<file path="config.mk">
export PLATFORM = sky130hd
export DESIGN_NAME = sdpwm_gen
export DESIGN_NICKNAME = d
export VERILOG_FILES = /design/src/rtl/sdpwm_pkg.sv /design/src/rtl/sdpwm_prescale.sv /design/src/rtl/sdpwm_compare.sv /design/src/rtl/sdpwm_counter.sv /design/src/rtl/sdpwm_outstage.sv /design/src/rtl/sdpwm_status.sv /design/src/rtl/sdpwm_gen.sv
export SDC_FILE = /design/constraint.sdc
export NUM_CORES = 1
export LEC_CHECK = 0
export CORE_UTILIZATION = 35
export CTS_CLUSTER_DIAMETER = 40
export DETAILED_ROUTE_END_ITERATION = 6
export PLACE_DENSITY = 0.72
export SLEW_MARGIN = 15
export SYNTH_ARGS = -nofsm -noshare
export SYNTH_HDL_FRONTEND = slang
export SYNTH_HIERARCHICAL = 1
export SYNTH_SLANG_ARGS = --single-unit
</file>
<file path="constraint.sdc">
create_clock -name clk -period 2.85 [get_ports clk]
set_input_delay 0.57 -clock clk [delete_from_list [all_inputs] [get_ports clk]]
set_output_delay 0.57 -clock clk [all_outputs]
set_load 0.01 [all_outputs]
</file>
<file path="src/rtl/sdpwm_pkg.sv">
package sdpwm_pkg;
  localparam int NCMP       = 6;
  localparam int NFLAG      = NCMP + 1;
  localparam int IDX_HALF   = 0;
  localparam int IDX_FULL   = 1;
  localparam int IDX_A_ON   = 2;
  localparam int IDX_A_OFF  = 3;
  localparam int IDX_B_ON   = 4;
  localparam int IDX_B_OFF  = 5;
  localparam int IDX_RELOAD = 6;

  typedef enum logic {
    PAIR_INDEP = 1'b0,
    PAIR_COMP  = 1'b1
  } pair_mode_e;

  // fall has priority over rise on a shared count
  function automatic logic next_level(input logic cur, input logic rise, input logic fall);
    if (fall)      return 1'b0;
    else if (rise) return 1'b1;
    else           return cur;
  endfunction
endpackage

</file>
<file path="src/rtl/sdpwm_prescale.sv">
module sdpwm_prescale #(
  parameter int SEL_W = 3
) (
  input  logic             clk,
  input  logic             rst,
  input  logic             run,
  input  logic [SEL_W-1:0] sel,
  output logic             tick
);
  localparam int DIV_W = (1 << SEL_W) - 1;

  logic [DIV_W-1:0] phase;
  logic [DIV_W-1:0] mask;

  always_comb begin
    mask = ~({DIV_W{1'b1}} << sel);
    tick = run && ((phase & mask) == mask);
  end

  always_ff @(posedge clk) begin
    if (rst)      phase <= '0;
    else if (run) phase <= phase + DIV_W'(1);
  end
endmodule

</file>
<file path="src/rtl/sdpwm_compare.sv">
module sdpwm_compare #(
  parameter int W = 16,
  parameter int N = 6
) (
  input  logic [W-1:0]   count,
  input  logic           tick,
  input  logic [N*W-1:0] vals,
  output logic [N-1:0]   hit
);
  for (genvar g = 0; g < N; g++) begin : g_slot
    assign hit[g] = tick && (count == vals[g*W +: W]);
  end
endmodule

</file>
<file path="src/rtl/sdpwm_counter.sv">
module sdpwm_counter #(
  parameter int W = 16
) (
  input  logic         clk,
  input  logic         rst,
  input  logic         tick,
  input  logic         wrap,
  input  logic [W-1:0] start,
  output logic [W-1:0] count
);
  always_ff @(posedge clk) begin
    if (rst)       count <= start;
    else if (tick) count <= wrap ? start : count + W'(1);
  end
endmodule

</file>
<file path="src/rtl/sdpwm_outstage.sv">
module sdpwm_outstage
  import sdpwm_pkg::*;
(
  input  logic       clk,
  input  logic       rst,
  input  logic       rise_a,
  input  logic       fall_a,
  input  logic       rise_b,
  input  logic       fall_b,
  input  logic       en_a,
  input  logic       en_b,
  input  pair_mode_e mode,
  output logic       pin_a,
  output logic       pin_b
);
  logic lvl_a, lvl_b;
  logic nxt_a, nxt_b;

  always_comb begin
    nxt_a = next_level(lvl_a, rise_a, fall_a);
    nxt_b = next_level(lvl_b, rise_b, fall_b);
  end

  always_ff @(posedge clk) begin
    if (rst) begin
      lvl_a <= 1'b0;
      lvl_b <= 1'b0;
      pin_a <= 1'b0;
      pin_b <= 1'b0;
    end else begin
      lvl_a <= nxt_a;
      lvl_b <= nxt_b;
      pin_a <= en_a & nxt_a;
      pin_b <= en_b & ((mode == PAIR_COMP) ? ~nxt_a : nxt_b);
    end
  end
endmodule

</file>
<file path="src/rtl/sdpwm_status.sv">
module sdpwm_status #(
  parameter int N = 7
) (
  input  logic         clk,
  input  logic         rst,
  input  logic [N-1:0] set_v,
  input  logic [N-1:0] clr,
  input  logic [N-1:0] mask,
  output logic [N-1:0] sts,
  output logic         irq
);
  logic [N-1:0] nxt;

  always_comb nxt = (sts & ~clr) | set_v;

  always_ff @(posedge clk) begin
    if (rst) begin
      sts <= '0;
      irq <= 1'b0;
    end else begin
      sts <= nxt;
      irq <= |(nxt & mask);
    end
  end
endmodule

</file>
<file path="src/rtl/sdpwm_gen.sv">
module sdpwm_gen
  import sdpwm_pkg::*;
#(
  parameter int W      = 16,
  parameter int PRSC_W = 3
) (
  input  logic              clk,
  input  logic              rst,
  input  logic              run,
  input  logic [PRSC_W-1:0] prsc,
  input  logic              pair_sel,
  input  logic              en_a,
  input  logic              en_b,
  input  logic [W-1:0]      init_val,
  input  logic [NCMP*W-1:0] cmp_vals,
  input  logic [NFLAG-1:0]  flag_clr,
  input  logic [NFLAG-1:0]  irq_en,
  output logic [W-1:0]      count,
  output logic              pwm_a,
  output logic              pwm_b,
  output logic [NFLAG-1:0]  flags,
  output logic              irq,
  output logic              full_evt,
  output logic              half_evt
);
  logic            tick;
  logic [NCMP-1:0] hit;
  pair_mode_e      mode;

  assign mode = pair_mode_e'(pair_sel);

  sdpwm_prescale #(.SEL_W(PRSC_W)) u_pre (
    .clk(clk), .rst(rst), .run(run), .sel(prsc), .tick(tick)
  );

  sdpwm_compare #(.W(W), .N(NCMP)) u_cmp (
    .count(count), .tick(tick), .vals(cmp_vals), .hit(hit)
  );

  sdpwm_counter #(.W(W)) u_cnt (
    .clk(clk), .rst(rst), .tick(tick), .wrap(hit[IDX_FULL]),
    .start(init_val), .count(count)
  );

  sdpwm_outstage u_out (
    .clk(clk), .rst(rst),
    .rise_a(hit[IDX_A_ON]), .fall_a(hit[IDX_A_OFF]),
    .rise_b(hit[IDX_B_ON]), .fall_b(hit[IDX_B_OFF]),
    .en_a(en_a), .en_b(en_b), .mode(mode),
    .pin_a(pwm_a), .pin_b(pwm_b)
  );

  sdpwm_status #(.N(NFLAG)) u_sts (
    .clk(clk), .rst(rst), .set_v({hit[IDX_FULL], hit}),
    .clr(flag_clr), .mask(irq_en), .sts(flags), .irq(irq)
  );

  always_ff @(posedge clk) begin
    if (rst) begin
      full_evt <= 1'b0;
      half_evt <= 1'b0;
    end else begin
      full_evt <= hit[IDX_FULL];
      half_evt <= hit[IDX_HALF];
    end
  end
endmodule

</file>
==> flow_summary_export.csv, run 1 <==
group,metric,value,unit
logic_synthesis,syn_inst,333,
pwr,clock_power_share,26.2,%
logic_synthesis,seq_area_frac_synth,29.24,%
setup_path,reg2regPathDepth,8,
sta,slew_headroom,60.46,%
setup_path,crit_path_end,"u_cnt/count[12]",
pwr,power_frac_seq,39.0,%
setup_path,critical_path.max_fanout,14,
logic_synthesis,synth_edf_count,16,
logic_synthesis,syn_nets,470,
finish,final_cells,607,
route,drc,0,
logic_synthesis,synthFlopType,"dfxtp_1",
sta,worstMarginPinSlew,593.1,ps
logic_synthesis,synth.most_common_cell,"xnor2_1",
setup_path,arrival,2480,ps
placed_design,preCtsSetupSlack,116.4,ps
finish,fill_cells,786,
setup_path,cp-end-kind,"flip-flop",
setup_path,cp_slowest_cell,"clkdlybuf4s50_1",
sta,fmax,409.9,MHz
min_path,hold_class,"flip-flop to flip-flop",
clock_network,clk_latency,290,ps
setup_path,cp-startpoint,"prsc[1]",
grt,grt_max_degree,23,
logic_synthesis,synth_warnings,6,
logic_synthesis,ys_types,42,
pwr,leakage,1.693,nW
floorplan,die_h,95.82,um
grt,track_usage,22.98,%
floorplan,fp-row-count,33,
clock_network,cts_root_buf,"clkbuf_8",
setup_path,worstReg2RegEnd,"u_cnt/count[12]",
clock_network,cts_tree,"yes",
placed_design,portBuffers,162,
clock_network,cts_num_sinks,37,
route,drtIter0Drc,107,
logic_synthesis,yosys_register_bits,37,
floorplan,fp.dieW,95.82,um
clock_network,cts.clk_slew.worst_paths,80,ps
pwr,ir_worst_vdd,0.1697,mV
logic_synthesis,yosysTopAreaCell,"xnor2_1",
floorplan,die_area,0.009181,sq mm
sta,finalSetupTns,0,ps
grt,grt_pass1_wl,15660,um
floorplan,ioPinCount,163,
logic_synthesis,synth.top_cell.area_share,24.17,%
pwr,p_int,0.001160,W
placed_design,post-place-cells,599,
sta,worst_clock_skew,6.795,ps
route,drtAntennaViolNets,0,
route,route.vias.total,2995,
logic_synthesis,async_flop_share,0,%
setup_path,rrSetupSlack,590,ps
setup_path,startpoint_type,"primary input",
setup_path,required,2890,ps
sta,finalCritPeriodShare,85.61,%
sta,setup_ws,410.2,ps
route,first_pass_iters,4,
grt,overflow,0,
route,routed_wl,10710,um
setup_path,cp_cell_sequence,"clkdlybuf4s50_1 -> inv_1 -> o21ai_0 -> a21o_1 -> a21oi_1 -> nand2_1 -> nor4_2 -> nor2_1 -> buf_4 -> nor2_1 -> a21oi_1",
clock_network,ctsLongestPathBuffers,2,
clock_network,cts_max_level,2,
pwr,p_sw_share,28.96,%
logic_synthesis,yosys-top-cells-count,"xnor2_1, xor2_1, nor2_1, nand4_1, dfxtp_1",
finish,areaGrowthSynthToFinish,60.44,%
placed_design,gp_congestion,0.8416,
grt,grt_pass1_vias,3079,
pwr,p_comb_share,34.7,%
setup_path,reg2reg_from,"u_cnt/count[2]",
sta,min_period,2440,ps
sta,final-setup-viol-count,0,
placed_design,place_hpwl,8596,um
pwr,p_per_area,330.5,mW/mm^2
sta,slew_viol_final,0,
clock_network,post_cts_buffers,0,
outcome,status,"finished clean",
grt,antenna_found_initial,0,
clock_network,cts-hold-fix-buffers,0,
pwr,switching_power,0.0004730,W
route,avgRoutedWirePerCell,17.65,um
setup_path,critical-path-max-stage-delay,440,ps
floorplan,core_area,0.008382,sq mm
flow_run,cap_violations,0,
clock_network,cts_inserted_buffers,5,
route,via_per_inst,4.934,
setup_path,critPathKind,"primary input to flip-flop",
floorplan,start_util,36.75,%
clock_network,cts-resized-gates,0,
finish,n_antenna_cell,0,
logic_synthesis,syn_area_per_cell,9.251,sq um
sta,rsz0062_at_grt,"no",
finish,drive_above_1_share,11.55,%
finish,nets,638,
logic_synthesis,synth_area,0.003080,sq mm
sta,hold_violations,0,
logic_synthesis,synth.top_cells.by_area,"xnor2_1, edfxtp_1, dfxtp_1",
flip-flops by register name, indices dropped and copies added (netlist names):
signal and count:
full_evt 1, u_out/lvl_b 1, u_sts/irq 1, u_out/pin_b 1, u_out/pin_a 1, u_sts/sts 7
half_evt 1, u_out/lvl_a 1, u_pre/phase 7, u_cnt/count 16
routing by layer:
| metal | vias to the layer above | global-route usage [%] | share of wire, % |
|---|---|---|---|
| li1 | 1472 | - | - |
| met1 | 1383 | 25.94 | 37 |
| met2 | 130 | 42.56 | 50 |
| met3 | 10 | 6.319 | 12 |
| met4 | 0 | 5.473 | 1.1 |
| met5 | - | 0 | 0 |
logic make-up after synthesis:
kind of cell	synth area share [%]
adders and majority gates	0.8122
and+or+nand+nor	21.97
DFF	29.24
xor gates and xnor gates	32.70
buffers and inverters	5.525
muxes	0.6905
AOI/OAI and AO/OA	9.058
through the flow:
step           utilization (%)  hold slack, ps  cell area, sq um  power (W)
2_1_floorplan                -           449.0              3080  0.0009070
3_3_place_gp             57.70           467.6              4836   0.001206
3_5_place_dp             57.70           483.9              4836   0.001215
4_1_cts                  58.96           503.7              4942   0.001643
5_1_grt                  58.96           552.5              4942   0.001721
6_report                 58.96           492.7              4942   0.001633
layout by cell type (no fill, tap or decap), types with 3 or more instances in the layout:
cell type,Yosys,layout
clkdlybuf4s50_1,0,162
xnor2_1,85,85
xor2_1,30,30
nor2_1,29,29
nand4_1,22,22
dfxtp_1,21,21
buf_4,1,18
nand2_1,16,16
a21oi_1,16,16
edfxtp_1,16,16
nor4_2,10,10
inv_1,10,10
nor4_1,6,6
clkbuf_8,0,5
nand3_1,5,5
o21ai_0,5,5
nor3_1,4,4
o21ba_2,4,4
o21ai_2,4,4
nor2b_1,3,3
a21oi_2,3,3
nor2b_4,3,3
layout make-up:
cell class	instances	area (sq um)	area share, %
clock inverter	1	8.758	0.1772
inverter	10	37.54	0.7595
timing repair buffer	180	1757	35.54
clock buffer	7	97.59	1.975
sequential	37	900.9	18.23
tap	105	131.4	2.658
multi-input combinational	267	2009	40.66
worst min path at each step:
stage	cells after the start	to	start
4_1_cts	2	u_pre/phase[6]	u_pre/phase[6]
2_1_floorplan	2	u_pre/phase[6]	u_pre/phase[6]
5_1_grt	2	u_out/lvl_a	u_out/lvl_a
3_3_place_gp	2	u_out/lvl_b	u_out/lvl_b
6_report	2	u_out/lvl_b	u_out/lvl_b
3_5_place_dp	2	u_out/lvl_b	u_out/lvl_b
critical path: cells and delay by family:
kind	cells	cell delay, ps
compound gates	4	550
simple gates	4	630
buf+inv	3	740
power groups by stage:
stage                     clock (W)  sequential (W)  combinational [W]
after global routing       0.000467        0.000643           0.000611
final                      0.000428        0.000638           0.000567
after floorplan                   0        0.000632           0.000275
after global placement            0        0.000651           0.000555
after CTS                  0.000434        0.000638           0.000570
after detailed placement          0        0.000650           0.000565
No activity file was read; power rests on OpenSTA's default activity.
==> run 2, diff against run 1 <==
- PLACE_DENSITY: 0.72 -> 0.73
==> run 2 against run 1 <==
Against the previous run:
- global-route usage shrank 0.089 points
- sequential share of layout area is 0.074 points lower
- largest power group unchanged
- cell count rose by 0.16%
- clock power about the same
- clock skew decreased by 1.4 ps
- critical path depth shrank 2
- highest routed layer unchanged
- sequential cell count is the same
- final area increased by 0.41%
- register-to-register slack worse by 40 ps
- combinational power up 3%
- maximum frequency fell by 3.6%
==> flow_summary_export.csv, run 2 (same netlist as run 1, synthesis figures left out) <==
group,metric,value,unit
pwr,p_int,0.001163,W
setup_path,cpMostUsedCell,"nor2_1",
finish,nets,639,
finish,regMostFlops,"u_cnt/count",
min_path,worstHoldStart,"u_out/lvl_b",
clock_network,post_cts_buffers,0,
clock_network,cts-resized-gates,0,
floorplan,start_util,36.75,%
floorplan,fp-row-count,33,
setup_path,critPathKind,"primary input to flip-flop",
grt,grt_pass1_vias,3050,
pwr,clock_power_share,26.2,%
finish,n_antenna_cell,0,
grt,overflow,0,
clock_network,cts_inserted_buffers,5,
placed_design,gp_congestion,0.8396,
setup_path,cp-startpoint,"cmp_vals[18]",
setup_path,critical-path-max-stage-delay,420,ps
clock_network,cts_max_level,2,
setup_path,arrival,2540,ps
floorplan,fp.dieW,95.82,um
flow_run,cap_violations,0,
outcome,status,"finished clean",
floorplan,ioPinCount,163,
route,drtAntennaViolNets,0,
floorplan,core_area,0.008382,sq mm
finish,drive_above_1_share,11.73,%
grt,grt_pass1_wl,15560,um
sta,final-setup-viol-count,0,
sta,fmax,395.2,MHz
setup_path,rrSetupSlack,550,ps
finish,top_regs,"u_cnt/count (16), u_pre/phase (7), u_sts/sts (7)",
route,first_pass_iters,4,
setup_path,required,2860,ps
floorplan,die_area,0.009181,sq mm
setup_path,cp_slowest_cell,"clkdlybuf4s50_1",
clock_network,clk_latency,290,ps
sta,finalCritPeriodShare,88.78,%
route,routed_wl,10670,um
placed_design,place_hpwl,8560,um
min_path,hold_class,"flip-flop to flip-flop",
sta,setup_ws,319.8,ps
pwr,ir_worst_vdd,0.2206,mV
sta,slew_headroom,51.79,%
finish,layout_common_cells,"clkdlybuf4s50_1, xnor2_1, xor2_1, nor2_1, nand4_1",
grt,grt_max_degree,25,
pwr,leakage,1.702,nW
finish,layout_commonest_cell,"clkdlybuf4s50_1",
pwr,p_per_area,330.4,mW/mm^2
floorplan,die_h,95.82,um
sta,slew_viol_final,0,
setup_path,cp-end-kind,"flip-flop",
route,drc,0,
grt,antenna_found_initial,0,
clock_network,ctsLongestPathBuffers,2,
sta,hold_violations,0,
route,via_per_inst,4.985,
placed_design,portBuffers,162,
clock_network,cts_num_sinks,37,
finish,areaGrowthSynthToFinish,61.09,%
setup_path,startpoint_type,"primary input",
clock_network,cts.clk_slew.worst_paths,80,ps
finish,largest_reg_flops,16,
placed_design,preCtsSetupSlack,2.738,ps
grt,track_usage,22.89,%
sta,min_period,2530,ps
setup_path,cp_cell_sequence,"clkdlybuf4s50_1 -> xor2_1 -> nor4_1 -> nand4_1 -> nor4_2 -> nor2_1 -> buf_4 -> nor2_1 -> a21oi_1",
route,drtIter0Drc,86,
setup_path,reg2reg_from,"u_cnt/count[2]",
sta,rsz0062_at_grt,"no",
clock_network,cts-hold-fix-buffers,0,
finish,final_cells,608,
route,avgRoutedWirePerCell,17.55,um
pwr,p_comb_share,35.6,%
pwr,switching_power,0.0004763,W
pwr,p_sw_share,29.05,%
sta,finalSetupTns,0,ps
pwr,power_frac_seq,38.2,%
sta,worstMarginPinSlew,720.4,ps
setup_path,critical_path.max_fanout,9,
sta,worst_clock_skew,5.419,ps
clock_network,cts_root_buf,"clkbuf_8",
clock_network,cts_tree,"yes",
route,route.vias.total,3031,
placed_design,post-place-cells,600,
==> run 2: cell count changes in the layout (fill, tap and decap cells not counted) <==
| cell | delta |
|---|---|
| buf_12 | +1 |
==> run 2: path summary, 6_finish.rpt <==
kind | endpoint | cells past startpoint
setup / recovery | u_cnt/count[2] | 9
hold / removal | u_out/lvl_b | 2
setup reg to reg | u_cnt/count[2] | 8
hold reg to reg | u_out/lvl_b | 2
==> run 2: layer usage <==
| layer | global-route usage, % | share of wire (%) | vias up |
|---|---|---|---|
| li1 | - | - | 1475 |
| met1 | 26.36 | 39 | 1398 |
| met2 | 41.37 | 49 | 140 |
| met3 | 5.687 | 9.8 | 18 |
| met4 | 7.214 | 2.3 | 0 |
| met5 | 0 | 0 | - |
==> run 2: power groups by stage <==
stage	Sequential, W	Combinational, W	Clock [W]
after floorplan	0.000632	0.000275	0
after global placement	0.000639	0.000573	0
after detailed placement	0.000639	0.000581	0
after CTS	0.000627	0.000586	0.000439
after global routing	0.000631	0.000627	0.000465
final	0.000627	0.000584	0.000429
==> run 2: stage by stage <==
stage	power, W	util, %	hold slack (ps)	area [sq um]
global route	0.001723	59.20	539.2	4962
CTS	0.001653	59.20	497.4	4962
finish	0.001640	59.20	497.6	4962
global placement	0.001212	57.93	470.4	4856
detailed placement	0.001220	57.93	475.9	4856
floorplan	0.0009070	-	449.0	3080
==> run 2: final cells by class <==
class | count | area [sq um]
Clock buffer | 7 | 97.59
Clock inverter | 1 | 8.758
Fill cell | 774 | 3420
Inverter | 10 | 37.54
Multi-Input combinational cell | 267 | 2009
Sequential cell | 37 | 900.9
Tap cell | 105 | 131.4
Timing Repair Buffer | 181 | 1777
==> run 2: critical path: cells and delay by family <==
kind	cells	cell delay (ps)
xor gates and xnor gates	1	150
and+or+nand+nor	5	1130
AOI/OAI and AO/OA	1	50
buffers and inverters	2	640
==> run 3, diff against run 2 <==
- CAP_MARGIN: unset -> 0
==> results of run 3 <==
No change in the layout: final DEF, timing and power equal those of run 2.
